**src/rtl/oet_pkg.sv**
```systemverilog
package oet_pkg;
  // strobes from the walk controller to the datapath
  typedef struct packed {
    logic load;    // capture address, read root
    logic step;    // descend to the computed child
    logic finish;  // register the result
    logic hit;     // result is a match (valid with finish)
  } oetCtrl_t;
endpackage

```
**src/rtl/oet_node_ram.sv**
```systemverilog
module oet_node_ram #(
  parameter int AW = 6,
  parameter int DW = 8
) (
  input  logic          clk,
  input  logic          wrEn,
  input  logic [AW-1:0] wrAddr,
  input  logic [DW-1:0] wrData,
  input  logic [AW-1:0] rdAddr,
  output logic [DW-1:0] rdData
);
  localparam int DEPTH = 1 << AW;
  logic [DW-1:0] mem [DEPTH];

  always_ff @(posedge clk) begin
    if (wrEn) mem[wrAddr] <= wrData;
    rdData <= mem[rdAddr];
  end
endmodule

```
**src/rtl/oet_datapath.sv**
```systemverilog
module oet_datapath
  import oet_pkg::*;
#(
  parameter int ADDR_W  = 32,
  parameter int STRIDE  = 2,
  parameter int NODE_AW = 6,
  parameter int OFF_W   = 4,
  localparam int BM_W   = 1 << STRIDE,
  localparam int WORD_W = BM_W + OFF_W,
  localparam int NSTEPS = ADDR_W / STRIDE,
  localparam int DEP_W  = (NSTEPS > 1) ? $clog2(NSTEPS) : 1,
  localparam int LEN_W  = $clog2(ADDR_W + 1)
) (
  input  logic               clk,
  input  logic               rst_n,
  input  oetCtrl_t           ctrl,
  input  logic [ADDR_W-1:0]  ipAddr,
  input  logic [WORD_W-1:0]  rdData,
  output logic [NODE_AW-1:0] rdAddr,
  output logic               bitSet,
  output logic               lastStep,
  output logic               hit,
  output logic [ADDR_W-1:0]  matchPrefix,
  output logic [LEN_W-1:0]   matchLen
);
  localparam logic [NODE_AW-1:0] ROOT = NODE_AW'(1);

  logic [NODE_AW-1:0] curAddr, nextAddr;
  logic [ADDR_W-1:0]  ipReg, shAddr;
  logic [DEP_W-1:0]   depth;
  logic [BM_W-1:0]    nodeBm;
  logic [OFF_W-1:0]   nodeOff;
  logic [STRIDE-1:0]  idx;
  logic [STRIDE:0]    zeroCnt;
  logic [LEN_W-1:0]   hitLen;

  assign nodeBm  = rdData[BM_W-1:0];
  assign nodeOff = rdData[BM_W +: OFF_W];
  assign idx     = shAddr[ADDR_W-1 -: STRIDE];
  assign bitSet  = nodeBm[idx];
  assign lastStep = (depth == DEP_W'(NSTEPS - 1));

  // clear flags below the selected index
  always_comb begin
    zeroCnt = '0;
    for (int i = 0; i < BM_W; i++) begin
      if ((i < int'(idx)) && !nodeBm[i]) zeroCnt = zeroCnt + 1'b1;
    end
  end

  assign nextAddr = curAddr + NODE_AW'(nodeOff) + NODE_AW'(zeroCnt);
  assign rdAddr   = ctrl.load ? ROOT : nextAddr;
  assign hitLen   = LEN_W'((int'(depth) + 1) * STRIDE);

  always_ff @(posedge clk) begin
    if (!rst_n) begin
      curAddr     <= '0;
      ipReg       <= '0;
      shAddr      <= '0;
      depth       <= '0;
      hit         <= 1'b0;
      matchPrefix <= '0;
      matchLen    <= '0;
    end else begin
      if (ctrl.load) begin
        curAddr <= ROOT;
        ipReg   <= ipAddr;
        shAddr  <= ipAddr;
        depth   <= '0;
      end else if (ctrl.step) begin
        curAddr <= nextAddr;
        shAddr  <= shAddr << STRIDE;
        depth   <= depth + 1'b1;
      end
      if (ctrl.finish) begin
        hit         <= ctrl.hit;
        matchLen    <= ctrl.hit ? hitLen : '0;
        matchPrefix <= ctrl.hit ? (ipReg & ~({ADDR_W{1'b1}} >> hitLen)) : '0;
      end
    end
  end
endmodule

```
**src/rtl/oet_ctrl.sv**
```systemverilog
module oet_ctrl
  import oet_pkg::*;
(
  input  logic     clk,
  input  logic     rst_n,
  input  logic     start,
  input  logic     bitSet,
  input  logic     lastStep,
  output oetCtrl_t ctrl,
  output logic     busy,
  output logic     done
);
  typedef enum logic {ST_IDLE, ST_WALK} state_t;
  state_t state;

  always_comb begin
    ctrl = '0;
    if (state == ST_IDLE) begin
      ctrl.load = start;
    end else if (bitSet) begin
      ctrl.finish = 1'b1;
      ctrl.hit    = 1'b1;
    end else if (lastStep) begin
      ctrl.finish = 1'b1;
    end else begin
      ctrl.step = 1'b1;
    end
  end

  always_ff @(posedge clk) begin
    if (!rst_n) begin
      state <= ST_IDLE;
      done  <= 1'b0;
    end else begin
      done <= ctrl.finish;
      if (ctrl.load)        state <= ST_WALK;
      else if (ctrl.finish) state <= ST_IDLE;
    end
  end

  assign busy = (state == ST_WALK);
endmodule

```
**src/rtl/oet_lookup.sv**
```systemverilog
module oet_lookup
  import oet_pkg::*;
#(
  parameter int ADDR_W  = 32,
  parameter int STRIDE  = 2,
  parameter int NODE_AW = 6,
  parameter int OFF_W   = 4,
  localparam int WORD_W = (1 << STRIDE) + OFF_W,
  localparam int LEN_W  = $clog2(ADDR_W + 1)
) (
  input  logic               clk,
  input  logic               rst_n,
  input  logic               start,
  input  logic [ADDR_W-1:0]  ipAddr,
  output logic               busy,
  output logic               done,
  output logic               hit,
  output logic [ADDR_W-1:0]  matchPrefix,
  output logic [LEN_W-1:0]   matchLen,
  input  logic               memWrEn,
  input  logic [NODE_AW-1:0] memWrAddr,
  input  logic [WORD_W-1:0]  memWrData
);
  oetCtrl_t           ctrl;
  logic [NODE_AW-1:0] rdAddr;
  logic [WORD_W-1:0]  rdData;
  logic               bitSet, lastStep;

  oet_node_ram #(.AW(NODE_AW), .DW(WORD_W)) u_ram (
    .clk(clk), .wrEn(memWrEn), .wrAddr(memWrAddr), .wrData(memWrData),
    .rdAddr(rdAddr), .rdData(rdData)
  );

  oet_ctrl u_ctrl (
    .clk(clk), .rst_n(rst_n), .start(start), .bitSet(bitSet),
    .lastStep(lastStep), .ctrl(ctrl), .busy(busy), .done(done)
  );

  oet_datapath #(.ADDR_W(ADDR_W), .STRIDE(STRIDE), .NODE_AW(NODE_AW), .OFF_W(OFF_W)) u_dp (
    .clk(clk), .rst_n(rst_n), .ctrl(ctrl), .ipAddr(ipAddr), .rdData(rdData),
    .rdAddr(rdAddr), .bitSet(bitSet), .lastStep(lastStep), .hit(hit),
    .matchPrefix(matchPrefix), .matchLen(matchLen)
  );
endmodule

```
**config.mk**
```make
export PLATFORM = sky130hd
export DESIGN_NAME = oet_lookup
export DESIGN_NICKNAME = d
export VERILOG_FILES = /design/src/rtl/oet_pkg.sv /design/src/rtl/oet_node_ram.sv /design/src/rtl/oet_datapath.sv /design/src/rtl/oet_ctrl.sv /design/src/rtl/oet_lookup.sv
export SDC_FILE = /design/constraint.sdc
export NUM_CORES = 1
export LEC_CHECK = 0
export BUFFER_PORTS_ARGS = -buffer_cell sky130_fd_sc_hd__buf_2
export CAP_MARGIN = 10
export CORE_ASPECT_RATIO = 0.9
export CORE_UTILIZATION = 45
export CTS_CLUSTER_DIAMETER = 120
export DETAILED_ROUTE_END_ITERATION = 7
export RECOVER_POWER = 100
export SLEW_MARGIN = 10
export SYNTH_ARGS = -nofsm -noshare
export SYNTH_HDL_FRONTEND = slang
export SYNTH_SLANG_ARGS = --single-unit
export TNS_END_PERCENT = 50
```
**constraint.sdc**
```tcl
create_clock -name clk -period 4.8 [get_ports clk]
set_input_delay 0.96 -clock clk [delete_from_list [all_inputs] [get_ports clk]]
set_output_delay 0.96 -clock clk [all_outputs]
set_load 0.02 [all_outputs]
```
==> impl_results.md <==
* H-tree depth at 3
* Worst slew margin at -115%
* Post-synthesis cell area at 25500 um2
* Endpoints failing hold at 0
* IO Pins at 91
* Worst Tran Pin Value at 3220 ps
* Post-synthesis xor/xnor area fraction at 0.309%
* Root Buffer: clkbuf_16
* Global-route wire length before repair at 105000 um
* Setup TNS at 0 ps
* Synth top cells by count: edfxtp_1 (512), nor2_1 (192), nand2_1 (189)
* Antenna violations before repair at 1
* Syn Area/Cell at 13.7 um2
* Gr usage total at 24.7%
* Worst Path Max Fanout at 52
* RSZ-0062 raised after global routing: false
* Vias/cell at 6.03
* Final Setup Violations at 0
* Initial DRC Count at 2054
* Multi-input gate area at 7040 um2
* GR Layer Usage met1 at 36.2%
* Most crowded layer after global routing: met2
* Largest cells by area after synthesis: edfxtp_1 (60%), dfxtp_1 (9.6%), nor2_1 (2.8%)
* Sequential power share at 30.4%
* Hold Crit Class: reg -> reg
* Yosys reg bits at 634
* Worst VDD drop at 573 uV
* Sequential cell area fraction in the yosys report at 69.8%
* WL per Instance at 25.8 um
* M2 GR Usage at 37.0%
* Most frequent cell after synthesis: edfxtp_1
* CTS tree: built
* Largest family of logic cells by synthesized area: compound AO/OA/AOI/OAI gates
* Post-Synth Adder-Cell Area at 0.823%
* GPL Wtd Cong at 0.995
* # DRC at 0
* Crit. End Element: flop
* P_int at 12200 uW
* Achievable Freq at 0.219 GHz
* Post-Syn Nets at 1934
* Clock latency on the worst-skew pair at 600 ps
* Ratio of total power to cell area at 704 nW/um2
* Die height at 228 um
* Vias in the first global route at 15800
* DRT Wirelength at 71100 um
* Async set-reset flop share out of synthesis at 0%
* Static Leak at 0.00940 uW
* Drt first pass iters at 5
* I/O Buffers at 89
* Switching Share at 40.0%
* Die ar. at 57700 um2
* Share of cells above drive strength 1 at 11.5%
* Fill cells at 4756
* Cell taking the most area after synthesis: edfxtp_1
* Post-synth EDFFs at 512
* Minimum period implied by the final worst setup slack at 4560 ps
* Max-cap violation count at 13
* Clock power frac at 25.0%
* Clk_skew at 22.2 ps
* Setup CP Type: in -> reg
* Clock-pin slew on the worst setup and hold paths at 60 ps
* Row cnt at 82
* Status: complete, but fails checks
* Final Cycle Share at 95.0%
* Chip width at 253 um
* P_sw at 8130 uW
* Startpoint types: primary input
* Combinational share of power at 44.6%
* Via count at 16600
* Mux contribution to synthesized area at 6.02%
* Layout Nets at 2017
* Yosys warnings at 0
* CP arrival at 5020 ps
* Setup bufs post-CTS at 0
* Hold_buf cts at 0
* P&R area growth vs syn at 12.8%
* Slew Viols, Final at 528
* Grt met3 use at 5.24%
* HPWL after detailed placement at 44900 um
* Count of different cell masters after synthesis at 70
* CP required at 5260 ps
* Starting Density at 45.7%
* Cells after Synth at 1869
* Total gr overflow at 0
* Power, Total at 20300 uW
* Post-DRT Antenna Nets at 0
* Complex-gate fraction of the synthesized area at 11.7%
* Sequential cell area at 17800 um2
* CTS Sinks at 634
* Failing checks: capacitance limit, slew limit
* Share of the synthesized area in the top cell type at 60.2%
* CTS Buf Count at 68
* Post-synth top flop: edfxtp_1
* Clock Path Buffers at 3
* Core Area at 55900 um2
* Pin count of the biggest net entering global routing at 86
* Synth Area in Simple Gates at 8.57%
* Final core occ at 51.5%
[state kept, by name, indices dropped and copies added (netlist names)]
name / count
u_ctrl.busy: 1
u_ctrl.done: 1
u_dp.curAddr: 6
u_dp.depth: 4
u_dp.hit: 1
u_dp.ipReg: 32
u_dp.matchLen: 5
u_dp.matchPrefix: 32
u_dp.shAddr: 32
u_ram.mem: 512
u_ram.rdData: 8
[cell families after synthesis]
logic type | Yosys count
simple gates | 507
xor+xnor | 9
compound gates | 439
flops | 634
other cells | 1
mux | 114
fa+ha+maj | 15
buf+inv | 150
[placed cells by master, fill, tap and decap left out, types with 27 or more instances in the layout]
cell type / count
clkbuf_16: 72
nor3_1: 27
o21ai_0: 85
mux2i_1: 68
a22oi_1: 28
o22ai_1: 32
buf_2: 38
clkbuf_1: 86
nor2_1: 192
nand2_1: 189
o211ai_1: 32
buf_4: 34
a311oi_1: 31
edfxtp_1: 512
a21oi_1: 93
dfxtp_1: 122
[through the flow]
| stage | setup slack (ps) | hold WS [ps] | cells | cell area, um2 |
|---|---|---|---|---|
| after global routing | 29.1 | 474 | 2756 | 28800 |
| after global placement | 449 | 443 | 2637 | 26800 |
| after detailed placement | 308 | 446 | 2637 | 26800 |
| after floorplan | 1130 | 436 | 1869 | 25500 |
| after CTS | 290 | 454 | 2755 | 28900 |
| final | 241 | 453 | 2757 | 28800 |
[area by class of cell]
| cell class | count | area share (%) |
|---|---|---|
| well taps | 756 | 3.28 |
| flip-flops and latches | 634 | 61.8 |
| clock buffers | 97 | 6.76 |
| inverters | 18 | 0.239 |
| clock inverters | 21 | 0.638 |
| diodes | 1 | 0.00869 |
| multi-input cells | 1085 | 24.4 |
| repair buffers | 145 | 2.79 |
[worst paths after layout]
| kind | from | endpoint | slack (ps) | cells past startpoint |
|---|---|---|---|---|
| max | start | u_ram.rdData[7] | 240 | 7 |
| min | u_dp.ipReg[18] | u_dp.ipReg[18] | 450 | 2 |
| max reg2reg | u_dp.shAddr[31] | u_ram.rdData[3] | 300 | 16 |
| min reg2reg | u_dp.ipReg[18] | u_dp.ipReg[18] | 450 | 2 |
[layer usage]
layer | up-vias | share of wire [%]
met5 | - | 0
met2 | 723 | 46
met4 | 0 | 2.7
met3 | 124 | 8.2
met1 | 8430 | 44
li1 | 7346 | -
[power by group through the flow]
| stage | Clock (uW) | Sequential (uW) | Combinational (uW) |
|---|---|---|---|
| after floorplan | 0 | 6250 | 5690 |
| after global placement | 0 | 6260 | 8880 |
| after detailed placement | 0 | 6270 | 8920 |
| after CTS | 5160 | 6150 | 8960 |
| after global routing | 5350 | 6170 | 9520 |
| final | 5080 | 6160 | 9050 |
[timing repair]
item,4_1_cts,5_1_grt
endpoints found under the setup margin,0,2
gates resized for setup,0,2
hold endpoints to repair,0,0
[critical path: stages]
cell,delay [ps]
clkbuf_1,240
nor2b_4,300
clkbuf_1,1930
nor2_1,780
o221a_2,420
a221oi_1,290
a211oi_1,70
(Power assumes the default switching activity.)
